<file path="config.mk">
export PLATFORM = sky130hd
export DESIGN_NAME = pwm_code_conv
export DESIGN_NICKNAME = d
export VERILOG_FILES = /design/src/rtl/pwm_conv_pkg.sv /design/src/rtl/pwm_edge_sync.sv /design/src/rtl/pwm_meter.sv /design/src/rtl/pwm_ratio_div.sv /design/src/rtl/pwm_code_conv.sv
export SDC_FILE = /design/constraint.sdc
export NUM_CORES = 1
export LEC_CHECK = 0
export BUFFER_PORTS_ARGS = -buffer_cell sky130_fd_sc_hd__buf_2
export CORE_ASPECT_RATIO = 1.75
export CORE_MARGIN = 2
export CORE_UTILIZATION = 35
export CTS_CLUSTER_DIAMETER = 60
export DETAILED_ROUTE_END_ITERATION = 10
export GPL_TIMING_DRIVEN = 0
export SETUP_SLACK_MARGIN = 0.05
export SLEW_MARGIN = 40
export SYNTH_ARGS = -nofsm -noshare
export SYNTH_HDL_FRONTEND = slang
export SYNTH_HIERARCHICAL = 1
export SYNTH_SLANG_ARGS = --single-unit
</file>
<file path="constraint.sdc">
create_clock -name clk -period 9 [get_ports clk]
set_input_delay 2.25 -clock clk [delete_from_list [all_inputs] [get_ports clk]]
set_output_delay 2.25 -clock clk [all_outputs]
set_load 0.1 [all_outputs]
</file>
<file path="src/rtl/pwm_conv_pkg.sv">
package pwm_conv_pkg;

   // Override applied to the divider result for an accepted edge.
   typedef enum logic [1:0] {
      FORCE_NONE = 2'd0,
      FORCE_ZERO = 2'd1,
      FORCE_FULL = 2'd2
   } force_e;

   // Bits needed to hold the value v.
   function automatic int unsigned bits_for(input int unsigned v);
      return $clog2(v + 1);
   endfunction

endpackage

</file>
<file path="src/rtl/pwm_edge_sync.sv">
module pwm_edge_sync #(
   parameter int unsigned STAGES = 2
) (
   input  logic clk,
   input  logic rst_n,
   input  logic pwm_i,
   output logic lvl_o,
   output logic rise_o
);

   generate
      if (STAGES < 2) begin : g_bad
         $error("pwm_edge_sync: STAGES must be at least 2");
      end
   endgenerate

   // Stages 0..STAGES-1 form the synchronizer; stage STAGES keeps the
   // previous synchronized level for edge detection.
   generate
      for (genvar g = 0; g <= STAGES; g++) begin : g_stage
         logic q;
         if (g == 0) begin : g_first
            always_ff @(posedge clk or negedge rst_n) begin
               if (!rst_n) q <= 1'b0;
               else        q <= pwm_i;
            end
         end else begin : g_next
            always_ff @(posedge clk or negedge rst_n) begin
               if (!rst_n) q <= 1'b0;
               else        q <= g_stage[g-1].q;
            end
         end
      end
   endgenerate

   assign lvl_o  = g_stage[STAGES-1].q;
   assign rise_o = g_stage[STAGES-1].q & ~g_stage[STAGES].q;

endmodule

</file>
<file path="src/rtl/pwm_meter.sv">
module pwm_meter #(
   parameter int unsigned CNT_W    = 16,
   parameter int unsigned MIN_HIGH = 3,
   parameter int unsigned MIN_LOW  = 3
) (
   input  logic             clk,
   input  logic             rst_n,
   input  logic             lvl_i,
   input  logic             rise_i,
   output logic [CNT_W-1:0] per_o,
   output logic [CNT_W-1:0] hi_o,
   output logic             seen_o,
   output logic             narrow_hi_o,
   output logic             narrow_lo_o
);

   localparam logic [CNT_W-1:0] CNT_MAX = {CNT_W{1'b1}};

   generate
      if (MIN_HIGH >= (1 << CNT_W) || MIN_LOW >= (1 << CNT_W)) begin : g_bad
         $error("pwm_meter: minimum pulse widths exceed counter range");
      end
   endgenerate

   logic [CNT_W-1:0] per_cnt;
   logic [CNT_W-1:0] hi_cnt;
   logic             seen_q;
   logic [CNT_W-1:0] lo_len;

   // Cycles since the last rising edge, saturating at the counter maximum.
   always_ff @(posedge clk or negedge rst_n) begin
      if (!rst_n)                per_cnt <= '0;
      else if (rise_i)           per_cnt <= CNT_W'(1);
      else if (per_cnt != CNT_MAX) per_cnt <= per_cnt + CNT_W'(1);
   end

   // Cycles spent high since the last rising edge (the edge cycle is high).
   always_ff @(posedge clk or negedge rst_n) begin
      if (!rst_n)                          hi_cnt <= '0;
      else if (rise_i)                     hi_cnt <= CNT_W'(1);
      else if (lvl_i && hi_cnt != CNT_MAX) hi_cnt <= hi_cnt + CNT_W'(1);
   end

   always_ff @(posedge clk or negedge rst_n) begin
      if (!rst_n)      seen_q <= 1'b0;
      else if (rise_i) seen_q <= 1'b1;
   end

   assign per_o       = per_cnt;
   assign hi_o        = hi_cnt;
   assign seen_o      = seen_q;
   assign lo_len      = per_cnt - hi_cnt;
   assign narrow_hi_o = hi_cnt < CNT_W'(MIN_HIGH);
   assign narrow_lo_o = lo_len < CNT_W'(MIN_LOW);

   assert_sat_hold_R8: assert property (@(posedge clk) disable iff (!rst_n)
      (!rise_i && per_cnt == CNT_MAX) |=> (per_cnt == CNT_MAX));

   assert_hi_within_per_R2: assert property (@(posedge clk) disable iff (!rst_n)
      hi_cnt <= per_cnt);

endmodule

</file>
<file path="src/rtl/pwm_ratio_div.sv">
module pwm_ratio_div #(
   parameter int unsigned CNT_W  = 16,
   parameter int unsigned CODE_W = 12
) (
   input  logic              clk,
   input  logic              rst_n,
   input  logic              start_i,
   input  logic [CNT_W-1:0]  num_i,
   input  logic [CNT_W-1:0]  den_i,
   output logic              busy_o,
   output logic [CODE_W-1:0] quot_o
);

   localparam int unsigned STEP_W = pwm_conv_pkg::bits_for(CODE_W);
   localparam int unsigned REM_W  = CNT_W + 1;

   logic [REM_W-1:0]  rem_q;
   logic [REM_W-1:0]  rem_dbl;
   logic [REM_W-1:0]  den_q;
   logic [CODE_W-1:0] q_q;
   logic [STEP_W-1:0] step_q;
   logic              busy_q;
   logic              ovf_q;
   logic              fits;

   // Restoring division of num*2^CODE_W by den, one quotient bit per cycle.
   // Numerator below the divisor keeps every partial remainder under den.
   assign rem_dbl = {rem_q[REM_W-2:0], 1'b0};
   assign fits    = rem_dbl >= den_q;

   always_ff @(posedge clk or negedge rst_n) begin
      if (!rst_n) begin
         rem_q  <= '0;
         den_q  <= '0;
         q_q    <= '0;
         step_q <= '0;
         busy_q <= 1'b0;
         ovf_q  <= 1'b0;
      end else if (start_i) begin
         ovf_q  <= num_i >= den_i;
         rem_q  <= (num_i >= den_i) ? '0 : {1'b0, num_i};
         den_q  <= {1'b0, den_i};
         q_q    <= '0;
         step_q <= STEP_W'(CODE_W);
         busy_q <= 1'b1;
      end else if (busy_q) begin
         rem_q  <= fits ? (rem_dbl - den_q) : rem_dbl;
         q_q    <= {q_q[CODE_W-2:0], fits};
         step_q <= step_q - STEP_W'(1);
         busy_q <= step_q != STEP_W'(1);
      end
   end

   // A ratio of one or more saturates to full-scale.
   assign quot_o = ovf_q ? {CODE_W{1'b1}} : q_q;
   assign busy_o = busy_q;

   assert_rem_bound_R2: assert property (@(posedge clk) disable iff (!rst_n)
      busy_q |-> (rem_q < den_q));

   assert_no_restart_R3: assert property (@(posedge clk) disable iff (!rst_n)
      start_i |-> !busy_q);

endmodule

</file>
<file path="src/rtl/pwm_code_conv.sv">
module pwm_code_conv #(
   parameter int unsigned CODE_W      = 12,
   parameter int unsigned CNT_W       = 23,
   parameter int unsigned LAT_CYC     = 320,
   parameter int unsigned MIN_HIGH    = 3,
   parameter int unsigned MIN_LOW     = 3,
   parameter int unsigned TIMEOUT_CYC = 6_000_000,
   parameter int unsigned SYNC_STAGES = 2
) (
   input  logic              clk,
   input  logic              rst_n,
   input  logic              pwm_i,
   output logic [CODE_W-1:0] code_o,
   output logic              valid_o,
   output logic              skip_o
);

   import pwm_conv_pkg::*;

   localparam int unsigned WAIT_W = bits_for(LAT_CYC);

   generate
      if (CODE_W < 2) begin : g_bad_code
         $error("pwm_code_conv: CODE_W must be at least 2");
      end
      if (LAT_CYC < CODE_W + 2) begin : g_bad_lat
         $error("pwm_code_conv: LAT_CYC too short for the divider");
      end
      if (TIMEOUT_CYC >= (1 << CNT_W) - 1) begin : g_bad_tmo
         $error("pwm_code_conv: TIMEOUT_CYC must lie below counter saturation");
      end
      if (LAT_CYC > TIMEOUT_CYC) begin : g_bad_win
         $error("pwm_code_conv: LAT_CYC must not exceed TIMEOUT_CYC");
      end
   endgenerate

   logic              lvl;
   logic              rise;
   logic [CNT_W-1:0]  per_len;
   logic [CNT_W-1:0]  hi_len;
   logic              seen;
   logic              narrow_hi;
   logic              narrow_lo;
   logic              in_window;
   logic              accept;
   logic              reject;
   logic              div_busy;
   logic [CODE_W-1:0] div_quot;
   force_e            force_q;
   logic [WAIT_W-1:0] wait_q;
   logic [CODE_W-1:0] next_code;

   pwm_edge_sync #(.STAGES(SYNC_STAGES)) u_sync (
      .clk   (clk),
      .rst_n (rst_n),
      .pwm_i (pwm_i),
      .lvl_o (lvl),
      .rise_o(rise)
   );

   pwm_meter #(.CNT_W(CNT_W), .MIN_HIGH(MIN_HIGH), .MIN_LOW(MIN_LOW)) u_meter (
      .clk        (clk),
      .rst_n      (rst_n),
      .lvl_i      (lvl),
      .rise_i     (rise),
      .per_o      (per_len),
      .hi_o       (hi_len),
      .seen_o     (seen),
      .narrow_hi_o(narrow_hi),
      .narrow_lo_o(narrow_lo)
   );

   // Edge decision: a measurable period that neither undercuts the
   // computation window nor exceeds the idle timeout.
   assign in_window = (per_len >= CNT_W'(LAT_CYC)) && (per_len <= CNT_W'(TIMEOUT_CYC));
   assign accept    = rise && seen && in_window;
   assign reject    = rise && seen && !in_window;

   pwm_ratio_div #(.CNT_W(CNT_W), .CODE_W(CODE_W)) u_div (
      .clk    (clk),
      .rst_n  (rst_n),
      .start_i(accept),
      .num_i  (hi_len),
      .den_i  (per_len),
      .busy_o (div_busy),
      .quot_o (div_quot)
   );

   // Narrow-pulse override and fixed-latency release counter.
   always_ff @(posedge clk or negedge rst_n) begin
      if (!rst_n) begin
         force_q <= FORCE_NONE;
         wait_q  <= '0;
      end else if (accept) begin
         force_q <= narrow_hi ? FORCE_ZERO : (narrow_lo ? FORCE_FULL : FORCE_NONE);
         wait_q  <= WAIT_W'(LAT_CYC - 1);
      end else if (wait_q != '0) begin
         wait_q  <= wait_q - WAIT_W'(1);
      end
   end

   always_comb begin
      case (force_q)
         FORCE_ZERO: next_code = '0;
         FORCE_FULL: next_code = '1;
         default:    next_code = div_quot;
      endcase
   end

   always_ff @(posedge clk or negedge rst_n) begin
      if (!rst_n) begin
         code_o  <= '0;
         valid_o <= 1'b0;
         skip_o  <= 1'b0;
      end else begin
         valid_o <= wait_q == WAIT_W'(1);
         skip_o  <= reject;
         if (wait_q == WAIT_W'(1)) code_o <= next_code;
      end
   end

   assert_valid_pulse_R3: assert property (@(posedge clk) disable iff (!rst_n)
      valid_o |=> !valid_o);

   assert_div_done_R3: assert property (@(posedge clk) disable iff (!rst_n)
      (wait_q == WAIT_W'(1)) |-> !div_busy);

   assert_code_hold_R11: assert property (@(posedge clk) disable iff (!rst_n)
      !valid_o |-> $stable(code_o));

   assert_skip_edge_R10: assert property (@(posedge clk) disable iff (!rst_n)
      skip_o |-> $past(rise));

   assert_skip_single_R10: assert property (@(posedge clk) disable iff (!rst_n)
      skip_o |=> !skip_o);

endmodule

</file>
==> results of run 1 <==
sequential cells by signal, summed over array words and instances (netlist names), 2 cells and up:
signal	count
u_sync/g_stage.q	2
code_o	12
u_div/step_q	4
u_div/den_q	23
force_q	2
u_div/q_q	12
u_div/rem_q	23
u_meter/hi_o	23
wait_q	9
u_meter/per_o	23
per-layer routing:
metal | GRT usage (%) | vias up | share of wire [%]
met4 | 14.87 | 0 | 7.4
met1 | 19.24 | 4030 | 36
met3 | 2.422 | 85 | 2.0
met5 | 0 | - | 0
li1 | - | 3980 | -
met2 | 37.42 | 171 | 55
stage by stage:
| step | cell area (um2) | instances |
|---|---|---|
| 2_1_floorplan | 9597 | 1100 |
| 3_3_place_gp | 10140 | 1485 |
| 3_5_place_dp | 10210 | 1487 |
| 4_1_cts | 10790 | 1519 |
| 5_1_grt | 10790 | 1519 |
| 6_report | 10790 | 1519 |
cells by family after synthesis:
group,count (synthesis),share of synthesized area (%)
AO/OA/AOI/OAI,268,18.83
XOR/XNOR,64,5.841
adder cells (fa/ha/maj),77,10.20
buffers and inverters,124,5.150
flip-flops,139,36.25
multiplexers,26,2.777
AND/OR/NAND/NOR,402,20.96
cell usage after synthesis (8+ instances only):
cell type	count	area (um2)
a21o_1	15	112.6
a21oi_1	82	410.4
a22o_1	9	78.83
and3_1	8	50.05
buf_2	8	40.04
clkbuf_1	22	82.58
dfrtp_1	139	3478
ha_1	75	938.4
inv_1	88	330.3
mux2i_1	24	240.2
nand2_1	93	349.1
nand2b_1	13	81.33
nand3_1	33	165.2
nand4_1	20	125.1
nor2_1	130	488.0
nor2b_1	12	75.07
nor3_1	21	105.1
nor4_1	10	62.56
o21ai_0	71	355.3
or2_2	16	100.1
xnor2_1	41	359.1
xor2_1	23	201.4
power by group through the flow:
stage,clock (mW),sequential [mW],combinational (mW)
2_1_floorplan,0,0.672,0.370
3_3_place_gp,0,0.683,0.484
3_5_place_dp,0,0.684,0.497
4_1_cts,0.691,0.673,0.499
5_1_grt,0.718,0.676,0.546
6_report,0.676,0.672,0.500
layout make-up:
class                   count  area, um2
inverters                  89      334.1
clock inverters            13      117.6
plain buffers              35      160.2
multi-input cells         837       5635
fillers                  2740      16340
flip-flops and latches    139       3478
clock buffers              19      452.9
repair buffers             18      145.1
well taps                 369      461.7
how the worst min path moves through the flow:
stage | startpoint | to | slack, ns | cells past startpoint
global placement | u_sync/g_stage[0].q | u_sync/lvl_o | 0.33 | 0
finish | u_sync/g_stage[0].q | u_sync/lvl_o | 0.35 | 0
global route | u_sync/g_stage[0].q | u_sync/lvl_o | 0.36 | 0
floorplan | u_sync/g_stage[0].q | u_sync/lvl_o | 0.33 | 0
detailed placement | u_sync/g_stage[0].q | u_sync/lvl_o | 0.34 | 0
CTS | u_sync/g_stage[0].q | u_sync/lvl_o | 0.36 | 0
critical path, delay by kind of cell, from the launching register on:
kind	cells	cell delay [ns]
flip-flops	1	0.57
AO/OA/AOI/OAI	3	0.81
buffers and inverters	3	0.97
AND/OR/NAND/NOR	3	1.66
==> impl_metrics.py, run 1 <==
metrics = {
    "pwr": {
        "p_int_mw": 1.250,
        "p_per_area_nw_per_um2": 171.4,
        "seq_power_share_pct": 36.4,
        "switching_power_uw": 598.3,
        "leakage_nw": 4.977,
        "p_total_mw": 1.849,
        "power_frac_clock_pct": 36.6,
        "peakVddDrop_uv": 96.84,
        "power.share.combinational_pct": 27.1,
        "swShare_pct": 32.36,
    },
    "logic_synthesis": {
        "syn_area_per_cell_um2": 8.724,
        "synth_cells": 1100,
        "netlist_area_um2": 9597,
        "syn-num-nets": 1180,
        "synth-edff-count": 0,
        "ys_seq_elements": 139,
        "synth_cell_type_count": 89,
        "ys_seq_area_share_pct": 36.25,
        "yosys_warnings": 6,
        "synth-async-reset-ratio_pct": 100.0,
        "yosys_most_used_dff": "dfrtp_1",
    },
    "clock_network": {
        "cts_tree": "built",
        "numCtsBuffers": 17,
        "cts_hold_buffers": 0,
        "ctsResizeCount": 0,
        "postCtsSetupBuffers": 0,
        "clockBufferDepth": 2,
        "path_clk_slew_ns": 0.06,
        "cts_root_buf": "clkbuf_16",
        "cts.sinks": 139,
        "htree_levels": 4,
        "clock_latency_ns": 0.43,
    },
    "finish": {
        "nets": 1217,
        "final_cell_mix": "139 x dfrtp_1, 130 x nor2_1, 93 x nand2_1",
        "drive_gt1_share_pct": 9.826,
        "final_util_pct": 39.76,
        "final_common_cell": "dfrtp_1",
        "area.growth.synth_to_final_pct": 12.39,
        "antennaDiodeCount": 0,
    },
    "global_route": {
        "overflow": 0,
        "grt_usage_pct": 19.92,
        "grt_pass1_wl_um": 44190,
        "grt_max_degree": 62,
        "grt_pass1_vias": 8539,
        "antenna_found_initial": 0,
    },
    "placement": {
        "io_buffers": 16,
        "place.detailed.hpwl_um": 21420,
        "routabilityCongestion": 0.8859,
        "place_ws_ns": 4.986,
    },
    "routing": {
        "drt-initial-drc-count": 568,
        "wire_per_inst_um": 18.22,
        "vias_per_cell": 5.442,
        "dr_total_vias": 8266,
        "wl_um": 27670,
        "ant_nets": 0,
        "firstDrtPassIters": 7,
        "drc_errors": 0,
    },
    "floorplan": {
        "die-height_um": 223.1,
        "row_count": 80,
        "initial_utilization_pct": 35.38,
        "die_x_um": 129.2,
        "io-pin-count": 17,
        "core_um2": 27130,
        "die-area_um2": 28810,
    },
    "critical_path": {
        "critical_path.startpoint_type": "flip-flop",
        "r2r_slack_ns": 4.88,
        "reg2reg_to": "u_div/rem_q[18]",
        "critPathArrivalTime_ns": 4.46,
        "r2r_cells": 9,
        "cpPeakStageDelay_ns": 0.75,
        "cp_slowest_cell": "nor3_1",
        "crit_chain": "nor3_1 > nand4_1 > a211oi_2 > buf_6 > inv_1 > nor4_2 > clkbuf_1 > a222oi_1 > o21ai_0",
        "worstSetupEndpoint": "u_div/rem_q[18]",
        "required_ns": 9.34,
        "setup.worst_path.start": "u_meter/per_o[6]",
        "cp_max_fo": 11,
        "critPathKind": "flip-flop to flip-flop",
        "r2r-start": "u_meter/per_o[6]",
        "critPathCaptureType": "flip-flop",
    },
    "sta": {
        "holdWs_ns": 0.3500,
        "slew_headroom_pct": 45.48,
        "setup_viol": 0,
        "fin_ws_ns": 4.877,
        "worst_clock_skew_ns": 0.007263,
        "finalCriticalPeriod_ns": 4.123,
        "report.final.slew_viol_count": 0,
        "post-route-period-util_pct": 45.81,
        "tightest_slew_ns": 0.8116,
        "fin_setup_tns_ns": 0,
        "hold_viol_final": 0,
        "max_freq_ghz": 0.2425,
        "rsz0062_at_grt": "false",
    },
    "hold_path": {
        "hold_path_class": "flip-flop to flip-flop",
    },
    "flow_run": {
        "max_cap_viol_count": 0,
    },
    "status": {
        "status": "complete, no violations",
    },
}
(Power assumes the default switching activity.)
==> run 2: changes to the inputs <==
- clock period: 9 -> 4.1 ns (I/O delays scaled with it)
==> impl_metrics.py, run 2 (synthesis gave the netlist of run 1 again) <==
metrics = {
    "sta": {
        "worst_clock_skew_ns": 0.007724,
        "setup_viol": 0,
        "slew_headroom_pct": 52.55,
        "finalCriticalPeriod_ns": 3.826,
        "report.final.slew_viol_count": 0,
        "fin_ws_ns": 0.2735,
        "hold_viol_final": 0,
        "max_freq_ghz": 0.2613,
        "tightest_slew_ns": 0.7064,
        "post-route-period-util_pct": 93.33,
        "rsz0062_at_grt": "false",
    },
    "finish": {
        "fin_cells": 1519,
        "fillers": 2737,
        "area.growth.synth_to_final_pct": 12.50,
        "final_common_cell": "dfrtp_1",
        "nets": 1217,
        "drive_gt1_share_pct": 10.26,
        "design_area_um2": 10800,
        "final_cell_mix": "138 x dfrtp_1, 130 x nor2_1, 93 x nand2_1",
        "final_util_pct": 39.80,
        "antennaDiodeCount": 0,
    },
    "hold_path": {
        "hold_path_class": "flip-flop to flip-flop",
    },
    "routing": {
        "wl_um": 27740,
        "drt-initial-drc-count": 547,
        "ant_nets": 0,
        "dr_total_vias": 8266,
        "vias_per_cell": 5.442,
        "drc_errors": 0,
        "wire_per_inst_um": 18.26,
        "firstDrtPassIters": 7,
    },
    "clock_network": {
        "clockBufferDepth": 2,
        "path_clk_slew_ns": 0.06,
        "postCtsSetupBuffers": 0,
        "numCtsBuffers": 17,
        "clock_latency_ns": 0.44,
        "cts.sinks": 139,
        "ctsResizeCount": 0,
        "cts_tree": "built",
        "cts_hold_buffers": 0,
        "htree_levels": 4,
        "cts_root_buf": "clkbuf_16",
    },
    "critical_path": {
        "critPathKind": "flip-flop to flip-flop",
        "required_ns": 4.48,
        "critical_path.startpoint_type": "flip-flop",
        "cp_slowest_cell": "dfrtp_1",
        "crit_chain": "ha_1 > buf_2 > nor4b_1 > a221o_1 > a311o_1 > nor4_2 > o2111ai_1 > a221oi_2 > nor4b_2 > o2111ai_1 > nor4_2 > nor2b_1 > mux2_2",
        "cpPeakStageDelay_ns": 0.63,
        "path_delay_family": "simple AND/OR/NAND/NOR gates",
        "cp_max_fo": 10,
        "critPathArrivalTime_ns": 4.20,
        "timing.critical_path.buf_inv": 1,
        "critPathCaptureType": "flip-flop",
    },
    "pwr": {
        "p_per_area_nw_per_um2": 376.6,
        "peakVddDrop_uv": 214.2,
        "leakage_nw": 4.988,
    },
    "floorplan": {
        "die-height_um": 223.1,
        "row_count": 80,
        "core_um2": 27130,
        "io-pin-count": 17,
        "die-area_um2": 28810,
        "initial_utilization_pct": 35.38,
        "die_x_um": 129.2,
    },
    "flow_run": {
        "max_cap_viol_count": 0,
    },
    "placement": {
        "routabilityCongestion": 0.8859,
        "place.detailed.hpwl_um": 21420,
        "io_buffers": 16,
        "place_area_um2": 10210,
        "post-place-cells": 1487,
        "place_ws_ns": 0.08576,
    },
    "global_route": {
        "grt_pass1_wl_um": 44190,
        "overflow": 0,
        "grt_pass1_vias": 8539,
        "grt_usage_pct": 19.92,
        "grt_max_degree": 62,
        "antenna_found_initial": 0,
    },
    "status": {
        "status": "complete, no violations",
    },
}
==> run 2: changes by cell type in the layout (fill, tap and decap cells not counted) <==
| cell | delta |
|---|---|
| dfrtp_1 | -1 |
| a2111oi_1 | +1 |
| clkbuf_2 | +3 |
| dfrtp_2 | +1 |
| a2111oi_0 | -1 |
| nor3_1 | -1 |
| nor3_2 | +1 |
| clkbuf_1 | -3 |
==> run 2: worst paths after layout <==
path | start | end | slack, ns | depth (start not counted)
min | u_sync/g_stage[0].q | u_sync/lvl_o | 0.35 | 0
max reg2reg | u_meter/per_o[7] | force_q[1] | 0.27 | 13
min reg2reg | u_sync/g_stage[0].q | u_sync/lvl_o | 0.35 | 0
max | u_meter/per_o[7] | force_q[1] | 0.27 | 13
max in group asynchronous | rst_n | u_meter/per_o[0] | 3.03 | 2
min in group asynchronous | rst_n | u_div/den_q[18] | 0.45 | 1
==> run 2: where the power goes <==
group / switching [mW] / internal, mW / total (mW) / leakage (nW)
Sequential: 0.0755 / 1.40 / 1.48 / 1.92
Combinational: 0.623 / 0.477 / 1.10 / 2.79
Clock: 0.622 / 0.867 / 1.49 / 0.279
Total: 1.32 / 2.75 / 4.07 / 4.99
==> run 2: area by class of cell <==
class,instances,area [um2],share of cell area (%)
Timing Repair Buffer,18,145.1,1.344
Inverter,89,334.1,3.094
Clock inverter,13,117.6,1.089
Clock buffer,19,452.9,4.195
Sequential cell,139,3480,32.23
Tap cell,369,461.7,4.276
Multi-Input combinational cell,837,5642,52.25
Buffer,35,163.9,1.518
==> run 2: layer usage <==
metal	global-route usage (%)	up-vias	part of all wire [%]
met3	2.422	81	2.4
met2	37.42	177	55
li1	-	3993	-
met1	19.24	4015	36
met5	0	-	0
met4	14.87	0	7.1
==> run 2: through the flow <==
step                      TNS [ns]  power, mW  hold slack, ns
after detailed placement         0      2.592          0.3411
after global routing             0      4.262          0.3577
after CTS                        0      4.088          0.3557
final                            0      4.066          0.3500
after global placement      -7.630      2.562          0.3332
after floorplan                  0      2.289          0.3312
==> run 3: changes to the inputs <==
- CELL_PAD_IN_SITES_DETAIL_PLACEMENT: default -> 2
- CELL_PAD_IN_SITES_GLOBAL_PLACEMENT: default -> 2
- PLACE_DENSITY_LB_ADDON: default -> 0.1
- SYNTH_HIERARCHICAL: 1 -> default
==> impl_metrics.py, run 3 <==
metrics = {
    "clock_network": {
        "ctsResizeCount": 0,
        "htree_levels": 4,
        "path_clk_slew_ns": 0.06,
        "cts_tree": "built",
        "clockBufferDepth": 2,
        "cts_root_buf": "clkbuf_16",
        "clock_latency_ns": 0.44,
        "cts_hold_buffers": 0,
        "postCtsSetupBuffers": 0,
        "cts.sinks": 139,
        "numCtsBuffers": 17,
    },
    "finish": {
        "area.growth.synth_to_final_pct": 12.19,
        "drive_gt1_share_pct": 8.042,
        "design_area_um2": 10330,
        "final_common_cell": "dfrtp_1",
        "antennaDiodeCount": 0,
        "final_cell_mix": "139 x dfrtp_1, 130 x nand2_1, 125 x nor2_1",
        "nets": 1192,
    },
    "pwr": {
        "p_total_mw": 3.970,
        "power_frac_clock_pct": 36.8,
        "switching_power_mw": 1.303,
        "p_per_area_nw_per_um2": 384.3,
        "leakage_nw": 4.849,
        "swShare_pct": 32.83,
        "power.share.combinational_pct": 26.6,
        "seq_power_share_pct": 36.6,
        "p_int_mw": 2.667,
        "peakVddDrop_uv": 288.6,
    },
    "placement": {
        "place_area_um2": 9778,
        "io_buffers": 16,
        "routabilityCongestion": 0.8230,
        "place.detailed.hpwl_um": 26450,
        "place_ws_ns": 0.1332,
    },
    "hold_path": {
        "hold_depth": 0,
        "min_to": "u_sync.lvl_o",
        "hold_path_class": "flip-flop to flip-flop",
        "hold_start": "u_sync.g_stage[0].q",
    },
    "logic_synthesis": {
        "synthTopCellsByCount": "139 x dfrtp_1, 130 x nand2_1, 125 x nor2_1",
        "synth-edff-count": 0,
        "synth_cell_type_count": 78,
        "synth_top_area_share_pct": 37.77,
        "synth_most_common_cell": "dfrtp_1",
        "netlist_area_um2": 9209,
        "ys_top_cells_by_area": "dfrtp_1 38%, ha_1 7.3%, o21ai_0 5.4%, nand2_1 5.3%, nor2_1 5.1%",
        "yosys_warnings": 0,
        "ys_seq_area_share_pct": 37.77,
        "syn_area_per_cell_um2": 8.402,
        "syn-num-nets": 1155,
        "ys_seq_elements": 139,
        "synth_cells": 1096,
        "synth-async-reset-ratio_pct": 100.0,
        "yosysTopAreaCell": "dfrtp_1",
        "yosys_most_used_dff": "dfrtp_1",
    },
    "routing": {
        "wl_um": 32820,
        "dr_total_vias": 8163,
        "drc_errors": 0,
        "wire_per_inst_um": 22.42,
        "firstDrtPassIters": 4,
        "vias_per_cell": 5.576,
        "ant_nets": 0,
        "drt-initial-drc-count": 284,
    },
    "critical_path": {
        "crit_chain": "clkbuf_1 > inv_1 > ha_1 > nand3_1 > o21bai_1 > a2111oi_4 > o21a_1 > nor3_1 > o211ai_1 > o311a_1 > buf_2 > nand2_1 > a21oi_1",
        "timing.critical_path.buf_inv": 3,
        "critPathCaptureType": "flip-flop",
        "r2r_cells": 13,
        "critPathKind": "flip-flop to flip-flop",
        "cp_max_fo": 10,
        "reg2reg_to": "u_div.rem_q[17]",
        "r2r_slack_ns": 0.30,
        "path_delay_family": "compound AO/OA/AOI/OAI gates",
        "critPathArrivalTime_ns": 4.17,
        "required_ns": 4.46,
        "cpPeakStageDelay_ns": 0.51,
        "r2r-start": "u_meter.hi_o[2]",
        "critical_path.startpoint_type": "flip-flop",
        "cp_slowest_cell": "a2111oi_4",
    },
    "status": {
        "status": "complete, no violations",
    },
    "sta": {
        "worst_clock_skew_ns": 0.01133,
        "tightest_slew_ns": 0.7867,
        "setup_viol": 0,
        "slew_headroom_pct": 47.07,
        "post-route-period-util_pct": 92.71,
        "hold_viol_final": 0,
        "max_freq_ghz": 0.2631,
        "finalCriticalPeriod_ns": 3.801,
        "holdWs_ns": 0.3561,
        "rsz0062_at_grt": "false",
        "fin_setup_tns_ns": 0,
        "fin_ws_ns": 0.2987,
        "report.final.slew_viol_count": 0,
    },
    "floorplan": {
        "die_x_um": 126.6,
        "core_um2": 25860,
        "initial_utilization_pct": 35.61,
        "io-pin-count": 17,
        "die-area_um2": 27680,
        "row_count": 78,
        "die-height_um": 218.6,
    },
    "global_route": {
        "overflow": 0,
        "antenna_found_initial": 0,
        "grt_max_degree": 65,
        "grt_pass1_wl_um": 51560,
        "grt_usage_pct": 24.66,
        "grt_pass1_vias": 9163,
    },
    "flow_run": {
        "max_cap_viol_count": 0,
    },
}
## run 3: worst max-delay path by stage
stage | startpoint | to | slack [ns] | cells after the start
CTS | u_meter.hi_o[2] | u_div.rem_q[17] | 0.10 | 13
detailed placement | u_meter.hi_o[2] | u_div.rem_q[17] | 0.13 | 13
global placement | rst_n | u_meter.per_o[16] | -0.22 | 1
finish | u_meter.hi_o[2] | u_div.rem_q[17] | 0.30 | 13
floorplan | u_meter.hi_o[2] | u_div.rem_q[20] | 1.35 | 13
global route | u_meter.hi_o[2] | u_div.rem_q[4] | 0.11 | 13
## run 3: kinds of logic (layout without fill, tap and decap cells)
kind of cell | Yosys count | after routing | share of synthesized area [%]
muxes | 25 | 25 | 2.853
adders and majority gates | 56 | 56 | 7.772
buffers and inverters | 123 | 171 | 5.476
AOI/OAI and AO/OA | 265 | 265 | 18.42
and+or+nand+nor | 425 | 425 | 21.71
xor gates and xnor gates | 63 | 63 | 5.992
DFF | 139 | 139 | 37.77
## run 3: routing by layer
layer  part of all wire (%)  track usage [%]  wire (um)  up-vias
met1                     34            22.85      11300     4095
met5                      0                0          0        -
li1                       -                -          -     3886
met4                    5.3            13.48       1749        0
met2                     59            50.43      19310      115
met3                    1.4            2.913        453       67
## run 3: power groups by stage
stage | clock [mW] | combinational (mW) | sequential [mW]
6_report | 1.46 | 1.06 | 1.45
3_5_place_dp | 0 | 1.04 | 1.48
5_1_grt | 1.55 | 1.16 | 1.46
2_1_floorplan | 0 | 0.697 | 1.46
4_1_cts | 1.50 | 1.05 | 1.45
3_3_place_gp | 0 | 0.997 | 1.48
## run 3: final cells by class
class | instances | area, um2
Fill cell | 2962 | 15530
Multi-Input combinational cell | 834 | 5263
Sequential cell | 139 | 3478
Clock buffer | 18 | 439.2
Tap cell | 320 | 400.4
Inverter | 74 | 277.8
Buffer | 49 | 226.5
Timing Repair Buffer | 18 | 145.1
Clock inverter | 12 | 101.3
## run 3: through the flow
stage | util, % | std cells
2_1_floorplan | - | 1096
5_1_grt | 39.95 | 1464
3_3_place_gp | 37.46 | 1432
6_report | 39.95 | 1464
4_1_cts | 39.90 | 1464
3_5_place_dp | 37.81 | 1434
